<file path="src/rtl/wp_status_pkg.sv">
package wp_status_pkg;

    localparam int SR_W     = 8;
    localparam int BIT_LOCK = 7;
    localparam int BIT_BPH  = 3;
    localparam int BIT_BPL  = 2;
    localparam int BIT_LAT  = 1;

    typedef enum logic {
        EN_CLOSED = 1'b0,
        EN_OPEN   = 1'b1
    } en_state_e;

    typedef struct packed {
        logic       lock;
        logic [1:0] blk;
    } prot_t;

    function automatic logic [SR_W-1:0] pack_status(prot_t p, logic lat);
        logic [SR_W-1:0] s;
        s           = '0;
        s[BIT_LOCK] = p.lock;
        s[BIT_BPH]  = p.blk[1];
        s[BIT_BPL]  = p.blk[0];
        s[BIT_LAT]  = lat;
        return s;
    endfunction

    function automatic prot_t unpack_prot(logic [SR_W-1:0] d);
        prot_t p;
        p.lock = d[BIT_LOCK];
        p.blk  = {d[BIT_BPH], d[BIT_BPL]};
        return p;
    endfunction

endpackage

</file>
<file path="src/rtl/wp_enable_fsm.sv">
module wp_enable_fsm
    import wp_status_pkg::*;
(
    input  logic clk,
    input  logic rst_n,
    input  logic set_i,
    input  logic clr_i,
    input  logic done_i,
    output logic open_o
);

    en_state_e state_q, state_d;
    logic      closing;

    assign closing = clr_i | done_i;

    always_ff @(posedge clk or negedge rst_n) begin
        if (!rst_n) state_q <= EN_CLOSED;
        else        state_q <= state_d;
    end

    always_comb begin
        state_d = state_q;
        unique case (state_q)
            EN_CLOSED: if (set_i && !closing) state_d = EN_OPEN;   // OPEN_ON_SET
            EN_OPEN:   if (closing)           state_d = EN_CLOSED; // CLOSE_ON_CLEAR
            default:                          state_d = EN_CLOSED;
        endcase
    end

    always_comb begin
        unique case (state_q)
            EN_OPEN: open_o = 1'b1;
            default: open_o = 1'b0;
        endcase
    end

endmodule

</file>
<file path="src/rtl/wp_prot_regs.sv">
module wp_prot_regs
    import wp_status_pkg::*;
#(
    parameter prot_t RST_VAL = '0
)(
    input  logic  clk,
    input  logic  rst_n,
    input  logic  load_i,
    input  prot_t din_i,
    output prot_t q_o
);

    always_ff @(posedge clk or negedge rst_n) begin
        if (!rst_n)      q_o <= RST_VAL;
        else if (load_i) q_o <= din_i;
    end

endmodule

</file>
<file path="src/rtl/wp_range_decode.sv">
module wp_range_decode #(
    parameter int ADDR_W = 13
)(
    input  logic [1:0]        blk_i,
    input  logic [ADDR_W-1:0] addr_i,
    output logic              hit_o
);

    localparam logic [ADDR_W-1:0] HALF_BASE = ADDR_W'(1) << (ADDR_W - 1);
    localparam logic [ADDR_W-1:0] QTR_BASE  = ADDR_W'(3) << (ADDR_W - 2);

    always_comb begin
        unique case (blk_i)
            2'b00:   hit_o = 1'b0;
            2'b01:   hit_o = (addr_i >= QTR_BASE);
            2'b10:   hit_o = (addr_i >= HALF_BASE);
            default: hit_o = 1'b1;
        endcase
    end

endmodule

</file>
<file path="src/rtl/wp_status_unit.sv">
module wp_status_unit
    import wp_status_pkg::*;
#(
    parameter int         ADDR_W   = 13,
    parameter logic [2:0] RST_PROT = 3'b000
)(
    input  logic              clk,
    input  logic              rst_n,
    input  logic              cmd_set_en,
    input  logic              cmd_clr_en,
    input  logic              sr_wr_valid,
    input  logic [SR_W-1:0]   sr_wr_data,
    input  logic              wr_done,
    input  logic              hw_wp_n,
    input  logic [ADDR_W-1:0] cand_addr,
    output logic [SR_W-1:0]   status_byte,
    output logic              sr_wr_permit,
    output logic              mem_wr_permit
);

    logic  latch_open;
    logic  prot_hit;
    logic  sr_load;
    prot_t prot_q;

    wp_enable_fsm u_fsm (
        .clk    (clk),
        .rst_n  (rst_n),
        .set_i  (cmd_set_en),
        .clr_i  (cmd_clr_en),
        .done_i (wr_done),
        .open_o (latch_open)
    );

    assign sr_wr_permit = latch_open & ~(prot_q.lock & ~hw_wp_n);
    assign sr_load      = sr_wr_valid & sr_wr_permit;

    wp_prot_regs #(.RST_VAL(prot_t'(RST_PROT))) u_regs (
        .clk    (clk),
        .rst_n  (rst_n),
        .load_i (sr_load),
        .din_i  (unpack_prot(sr_wr_data)),
        .q_o    (prot_q)
    );

    wp_range_decode #(.ADDR_W(ADDR_W)) u_dec (
        .blk_i  (prot_q.blk),
        .addr_i (cand_addr),
        .hit_o  (prot_hit)
    );

    assign mem_wr_permit = latch_open & ~prot_hit;
    assign status_byte   = pack_status(prot_q, latch_open);

endmodule

</file>
<file path="config.mk">
export PLATFORM = sky130hd
export DESIGN_NAME = wp_status_unit
export DESIGN_NICKNAME = d
export VERILOG_FILES = /design/src/rtl/wp_status_pkg.sv /design/src/rtl/wp_enable_fsm.sv /design/src/rtl/wp_prot_regs.sv /design/src/rtl/wp_range_decode.sv /design/src/rtl/wp_status_unit.sv
export SDC_FILE = /design/constraint.sdc
export NUM_CORES = 1
export LEC_CHECK = 0
export ABC_AREA = 1
export CORE_AREA = 2 2 39 41
export CTS_CLUSTER_SIZE = 24
export DETAILED_ROUTE_END_ITERATION = 8
export DIE_AREA = 0 0 41 43
export DONT_BUFFER_PORTS = 1
export GPL_TIMING_DRIVEN = 0
export HOLD_SLACK_MARGIN = 0.05
export PLACE_DENSITY_LB_ADDON = 0.3
export REMOVE_ABC_BUFFERS = 1
export SETUP_SLACK_MARGIN = 0.02
export SLEW_MARGIN = 5
export SYNTH_ARGS = -nofsm -noshare
export SYNTH_HDL_FRONTEND = slang
export SYNTH_SLANG_ARGS = --single-unit
</file>
<file path="constraint.sdc">
create_clock -name clk -period 1.4 [get_ports clk]
set_input_delay 0.07 -clock clk [delete_from_list [all_inputs] [get_ports clk]]
set_output_delay 0.07 -clock clk [all_outputs]
set_load 0.01 [all_outputs]
</file>
* Yosys cells after proc, flatten, opt, wreduce, memory -nomap -nowiden
Index checks and enable logic that the tools add are counted.
** Storage, ports and cells
- Register bits :: 4
- Bits of input ports :: 28
- Output and inout bits :: 10
- Logic and storage cells :: 24
** Cells by class
- $lt $le $gt $ge :: 2
- Equal/unequal tests :: 2
- Multiplexer cells :: 5
- Bitwise operators :: 9
- Reductions and logical operators :: 3
** Operators by type and width (count)
- $ge A13 B13 Y1 const B :: 2
- $and A1 B1 Y1 :: 4
- $not A1 Y1 :: 4
- $mux W1 :: 3
- $pmux W1 S3 :: 1
- $eq A2 B1 Y1 const B :: 1
- $eq A2 B2 Y1 const B :: 1
- $logic_not A2 Y1 :: 1
- $pmux W1 S2 :: 1
- $logic_and A1 B1 Y1 :: 1
- $logic_not A1 Y1 :: 1
- $or A1 B1 Y1 :: 1

* Depth between registers and ports, before layout
Gate-level depths: netlist of the first run.
- Depth in word-level cells :: 5
- Mapped depth :: 5
- Mapped depth without buffers :: 5

* By module
From an unflattened synthesis of the first run, not the netlist that was laid out.
** Second synthesis, totals
- Cell total of the unflattened synthesis :: 36
- Area total of the unflattened synthesis :: 249.0 um2
** By module, submodules not included
- wp_prot_regs :: times used 1, cells an instance 13, area an instance 112.6 um2, seq. area each 75.1 um2
- wp_status_unit :: times used 1, cells an instance 14, area an instance 78.8 um2, seq. area each 0.0 um2
- wp_enable_fsm :: times used 1, cells an instance 6, area an instance 43.8 um2, seq. area each 25.0 um2
- wp_range_decode :: times used 1, cells an instance 3, area an instance 13.8 um2, seq. area each 0.0 um2

* Worst setup path after synthesis of the first run
OpenSTA, ideal clock, no wires.
- Path kind :: reg-to-output
- Start :: reg u_regs.q_o[0] (netlist name)
- End :: out mem_wr_permit
- Data arrival time :: 0.789 ns
- Required time :: 1.330 ns
- Setup slack :: 0.541 ns
- Cell stages (with the launch flop) :: 4
- Path buffers :: 0
- Cell sequence :: dfrtp_1 -> o21ai_0 -> nand2_1 -> nor2_1
** On the way
- Longest elaborated chain between the ends :: 4
- Elaborated cells on any way between the ends :: 6
- Those cells by class :: eq/ne (2); mux (1); bitwise (2); reduce/logical (1)
** Ends and longest elaborated chain
- from (decl) :: line wp_prot_regs.sv:10 : output prot_t q_o
- from (signal assigned) :: line wp_prot_regs.sv:15 : else if (load_i) q_o <= din_i;
- $eq A2 B2 Y1, or another cell as far along :: line wp_range_decode.sv:13 : unique case (blk_i)
- $pmux W1 S3 (*) :: line wp_range_decode.sv:13
- $not A1 Y1 (*) :: line wp_status_unit.sv:52 : assign mem_wr_permit = latch_open & ~prot_hit;
- $and A1 B1 Y1 (*) :: line wp_status_unit.sv:52
- to (decl) :: line wp_status_unit.sv:18 : output logic mem_wr_permit
Every way passes the cells marked *; elsewhere a longest branch is shown, timed or not.

* Worst setup path in the final report of the first run
- Start :: reg u_fsm.state_q
- End :: out sr_wr_permit
** On the way
- Longest elaborated chain between the ends :: 2
** Ends and longest elaborated chain
- from (decl) :: line wp_enable_fsm.sv:12 : en_state_e state_q, state_d;
- from (signal assigned) :: line wp_enable_fsm.sv:19 : else state_q <= state_d;
- $mux W1 :: line wp_enable_fsm.sv:32 : unique case (state_q)
- $and A1 B1 Y1 :: line wp_status_unit.sv:35 : assign sr_wr_permit = latch_open & ~(prot_q.lock & ~hw_wp_n);
- to (decl) :: line wp_status_unit.sv:17 : output logic sr_wr_permit,
No other way between the ends.

==> results of run 1 <==
## cell families after synthesis
group | Yosys count | synth area share
buffers and inverters | 6 | 0.1719
other | 1 | 0.01561
AO/OA/AOI/OAI | 2 | 0.05208
AND/OR/NAND/NOR | 16 | 0.3438
flip-flops | 4 | 0.4167
## routing by layer
| metal | track usage | share of wire | routed length [µm] |
|---|---|---|---|
| met2 | 0.09375 | 0.47 | 245 |
| met4 | 0.08000 | 0 | 0 |
| met1 | 0.06189 | 0.41 | 215 |
| met3 | 0.03141 | 0.12 | 64 |
| met5 | 0 | 0 | 0 |
## Yosys cell counts
library cell | n | area share
buf_4 | 5 | 0.16
nand2_1 | 8 | 0.13
nor2_1 | 2 | 0.031
nand3_2 | 1 | 0.042
inv_1 | 1 | 0.016
o21ai_0 | 1 | 0.021
nand4_1 | 3 | 0.078
conb_1 | 1 | 0.016
a21boi_1 | 1 | 0.031
nor3_2 | 1 | 0.042
dfrtp_1 | 4 | 0.42
and3_1 | 1 | 0.026
## repair_timing
item / in CTS / in global routing
setup buffers: 0 / 0
hold buffers: 8 / 0
hold endpoints to repair: 8 / 0
## final timing paths
kind / endpoint / cells after the start
worst min register to register: u_regs.q_o[1] / 2
worst min-delay path: u_fsm.state_q / 1
worst max register to register: u_regs.q_o[1] / 4
max in group asynchronous: u_regs.q_o[0] / 1
min in group clk: u_regs.q_o[2] / 4
worst max-delay path: sr_wr_permit / 1
## final cells by class
cell class	instances	area, µm²	share of cell area
clock buffers	3	22.52	0.06691
multi-input cells	22	110.1	0.3271
well taps	16	20.02	0.05948
flip-flops and latches	4	100.1	0.2974
repair buffers	8	80.08	0.2379
inverters	1	3.754	0.01115
## flip-flops by register name, summed over array words and instances (netlist names)
register       cells
u_regs.q_o         3
u_fsm.state_q      1
## where the power goes
| group | switching (mW) | internal [mW] |
|---|---|---|
| combinational | 0.0313 | 0.0287 |
| clock | 0.0469 | 0.0959 |
| sequential | 0.0304 | 0.135 |
| total | 0.109 | 0.260 |
==> impl_metrics.tcl, run 1 <==
set metrics [dict create \
    fin_setup_tns_ps 0 \
    cap_viol_max_count 0 \
    critPathArrivalTime_ps 1090 \
    netlist_area_um2 240.2 \
    endpoint_kind "output pin" \
    grt_pass1_wl_um 724 \
    drv_slew 0 \
    ctsResizeCount 0 \
    nets 68 \
    gp_congestion 0.5508 \
    power_density_nw_per_um2 1095 \
    syn_avg_cell_area_um2 8.284 \
    start_kind "register" \
    crit_required_ps 1330 \
    fillers 160 \
    max_freq_mhz 862.8 \
    remaining_drc_errors 0 \
    r2r-start "u_regs.q_o[2]" \
    clockBufferDepth 2 \
    place_ws_ps 468.4 \
    gr-usage-all-layers 0.06754 \
    die_h_um 43 \
    worstSkewPairLatency_ps 230 \
    synth_cells 29 \
    setup_ws_ps 240.9 \
    yosysWarnings 0 \
    synth-seq-cells 4 \
    rsz0062_at_grt "no" \
    layout_common_cells "8 x nand2_1, 8 x dlygate4sd3_1, 4 x conb_1, 4 x dfrtp_1" \
    antenna_cells 0 \
    numCtsBuffers 3 \
    path_delay_family "flip-flops" \
    first_global_vias 186 \
    crit_chain "a21boi_1" \
    post-route-cell-area_um2 336.6 \
    fin_crit_sh 0.8279 \
    antenna_found_initial 0 \
    dieArea_um2 1763 \
    die-width_um 41 \
    hold_viol 0 \
    finalClockSkew_ps 1.449 \
    crit_slowest_cell "dfrtp_1" \
    placed_area_um2 234.0 \
    ir_worst_vdd_mv 0.4578 \
    cts.clk_slew.worst_paths_ps 40 \
    firstDrtPassIters 4 \
    grt_max_degree 9 \
    crit_path_max_fanout 8 \
    wl_per_cell_um 9.722 \
    cts_sinks 4 \
    critPathKind "register to output pin" \
    core_area_um2 1384 \
    ys_types 12 \
    ios 38 \
    reg2reg_slack_ps 470 \
    yosysSeqAreaShare 0.4167 \
    drive_gt1_frac 0.1316 \
    wl_um 525 \
    root_buffer "clkbuf_4" \
    drt_first_iter_violations 5 \
    drt.antenna.violating_nets 0 \
    detailroute.via_count 219 \
    num_rows 14 \
    start_util 0.1736 \
    crit_path_start "u_fsm.state_q" \
    finalCriticalPeriod_ps 1159 \
    portBuffers 0 \
    hold_slack_ps 112.9 \
    leakagePower_nw 0.1621 \
    power_mw 0.3685 \
    avgViaCountPerCell 4.056 \
    status "finished clean" \
    worstHoldPathType "input port to asynchronous set/reset pin" \
    syn_to_final_growth_pct 40.10 \
    overflow 0 \
    final_cells 54 \
    dp_cells 43 \
    cp_num_buf_inv 0 \
    critPathMaxStageDelay_ps 530 \
    setup-violations-final 0 \
    postLayoutCoreUtil 0.2432 \
    cts_max_level 1 \
    cts_tree "done" \
]
Power figures use the tool's default switching activity.
==> inputs of run 2 (changes only) <==
==> constraint.sdc (replaced) <==
create_clock -name clk -period 1.1 [get_ports clk]
set_input_delay 0.055 -clock clk [delete_from_list [all_inputs] [get_ports clk]]
set_output_delay 0.055 -clock clk [all_outputs]
set_load 0.01 [all_outputs]
==> run 2 against run 1 <==
Utilization grew 0.90 points; sequential share of layout area decreased by 0.35 points; via count increased by 2.3%; power grew 30%; first-iteration DRC count did not move; critical path type unchanged; largest cell class unchanged; largest power group unchanged.
==> impl_metrics.tcl, run 2 (synthesis gave the netlist of run 1 again) <==
set metrics [dict create \
    avgViaCountPerCell 4.148 \
    critPathKind "register to output pin" \
    drt_first_iter_violations 5 \
    grt_max_degree 9 \
    hold_slack_ps 98.85 \
    drive_gt1_frac 0.2632 \
    ios 38 \
    nets 68 \
    drt.antenna.violating_nets 0 \
    crit_path_max_fanout 4 \
    hold_viol 0 \
    clockBufferDepth 2 \
    antenna_found_initial 0 \
    finalClockSkew_ps 1.153 \
    syn_to_final_growth_pct 45.31 \
    layout_common_cells "8 x nand2_1, 8 x dlygate4sd3_1, 4 x conb_1, 3 x nand4_1, 3 x clkbuf_4" \
    rsz0062_at_grt "yes" \
    wl_um 532 \
    cts_sinks 4 \
    cts_tree "done" \
    grt_pass1_wl_um 738 \
    numCtsBuffers 3 \
    leakagePower_nw 0.1602 \
    drv_slew 0 \
    worstHoldPathType "input port to asynchronous set/reset pin" \
    start_util 0.1736 \
    gr-usage-all-layers 0.06855 \
    setup-violations-final 0 \
    detailroute.via_count 224 \
    endpoint_kind "output pin" \
    wl_met3_um 63 \
    die-width_um 41 \
    start_kind "register" \
    max_freq_mhz 967.4 \
    largest_register_ffs 3 \
    critPathArrivalTime_ps 980 \
    status "finished clean" \
    cap_viol_max_count 0 \
    dp_cells 43 \
    largest_register "u_regs.q_o" \
    core_area_um2 1384 \
    finalCriticalPeriod_ps 1034 \
    ir_worst_vdd_mv 0.5851 \
    root_buffer "clkbuf_4" \
    route.met2.wl_um 249 \
    remaining_drc_errors 0 \
    antenna_cells 0 \
    gp_congestion 0.5508 \
    first_global_vias 188 \
    power_density_nw_per_um2 1376 \
    dieArea_um2 1763 \
    crit_required_ps 1040 \
    final_cells 54 \
    firstDrtPassIters 2 \
    overflow 0 \
    portBuffers 0 \
    largest_registers "u_regs.q_o x3, u_fsm.state_q x1" \
    wl_met1_um 219 \
    die_h_um 43 \
    worstSkewPairLatency_ps 230 \
    fin_setup_tns_ps 0 \
    cts.clk_slew.worst_paths_ps 40 \
    num_rows 14 \
    cts_max_level 1 \
    highest_layer "met3" \
    wl_per_cell_um 9.852 \
    fillers 165 \
    fin_crit_sh 0.9397 \
]
[run 2: where the power goes]
| group | internal, mW | total, mW | switching, mW | leakage [nW] |
|---|---|---|---|---|
| registers | 0.174 | 0.218 | 0.0434 | 0.0483 |
| clock network | 0.122 | 0.182 | 0.0600 | 0.0138 |
| logic | 0.0396 | 0.0806 | 0.0410 | 0.0980 |
[run 2: layout make-up]
| cell class | instances | area (µm²) | area share |
|---|---|---|---|
| clock buffers | 3 | 22.52 | 0.06452 |
| inverters | 1 | 3.754 | 0.01075 |
| multi-input cells | 22 | 120.1 | 0.3441 |
| flip-flops and latches | 4 | 102.6 | 0.2939 |
| well taps | 16 | 20.02 | 0.05735 |
| repair buffers | 8 | 80.08 | 0.2294 |
[run 2: per-stage QoR]
stage	area (µm²)	utilization	setup WS [ps]	power (mW)
2_1_floorplan	214.0	-	246.0	0.2495
3_3_place_gp	234.0	0.1691	165.8	0.2636
3_5_place_dp	234.0	0.1691	168.4	0.2639
4_1_cts	340.3	0.2459	6.965	0.4870
5_1_grt	349.1	0.2523	5.237	0.5204
6_report	349.1	0.2523	66.29	0.4803
[run 2: path summary, 6_finish.rpt]
| path | startpoint | end | slack (ps) | depth (start not counted) |
|---|---|---|---|---|
| max | u_regs.q_o[0] | mem_wr_permit | 70 | 3 |
| max reg2reg | u_regs.q_o[2] | u_regs.q_o[1] | 170 | 4 |
| max in group asynchronous | rst_n | u_regs.q_o[0] | 810 | 1 |
| min | rst_n | u_regs.q_o[2] | 100 | 1 |
| min reg2reg | u_regs.q_o[0] | u_regs.q_o[0] | 550 | 2 |
| min in group clk | hw_wp_n | u_regs.q_o[2] | 170 | 4 |
[run 2: metal layers]
metal,up-vias,GRT usage
li1,107,-
met1,103,0.06189
met2,14,0.09688
met3,0,0.03141
met4,0,0.08000
met5,-,0
[run 2: timing repair]
action / in CTS / in global routing
resized for setup: 3 / 3
pin swaps: 2 / 1
endpoints found under the hold margin: 8 / 0
setup endpoints to repair: 2 / 2
setup buffers: 0 / 0
hold buffers: 8 / 0
[run 2: worst max-delay path: stages (launching register included)]
cell	delay, ps
dfrtp_2	430
o21ai_2	110
nand2_1	70
nor2_2	130
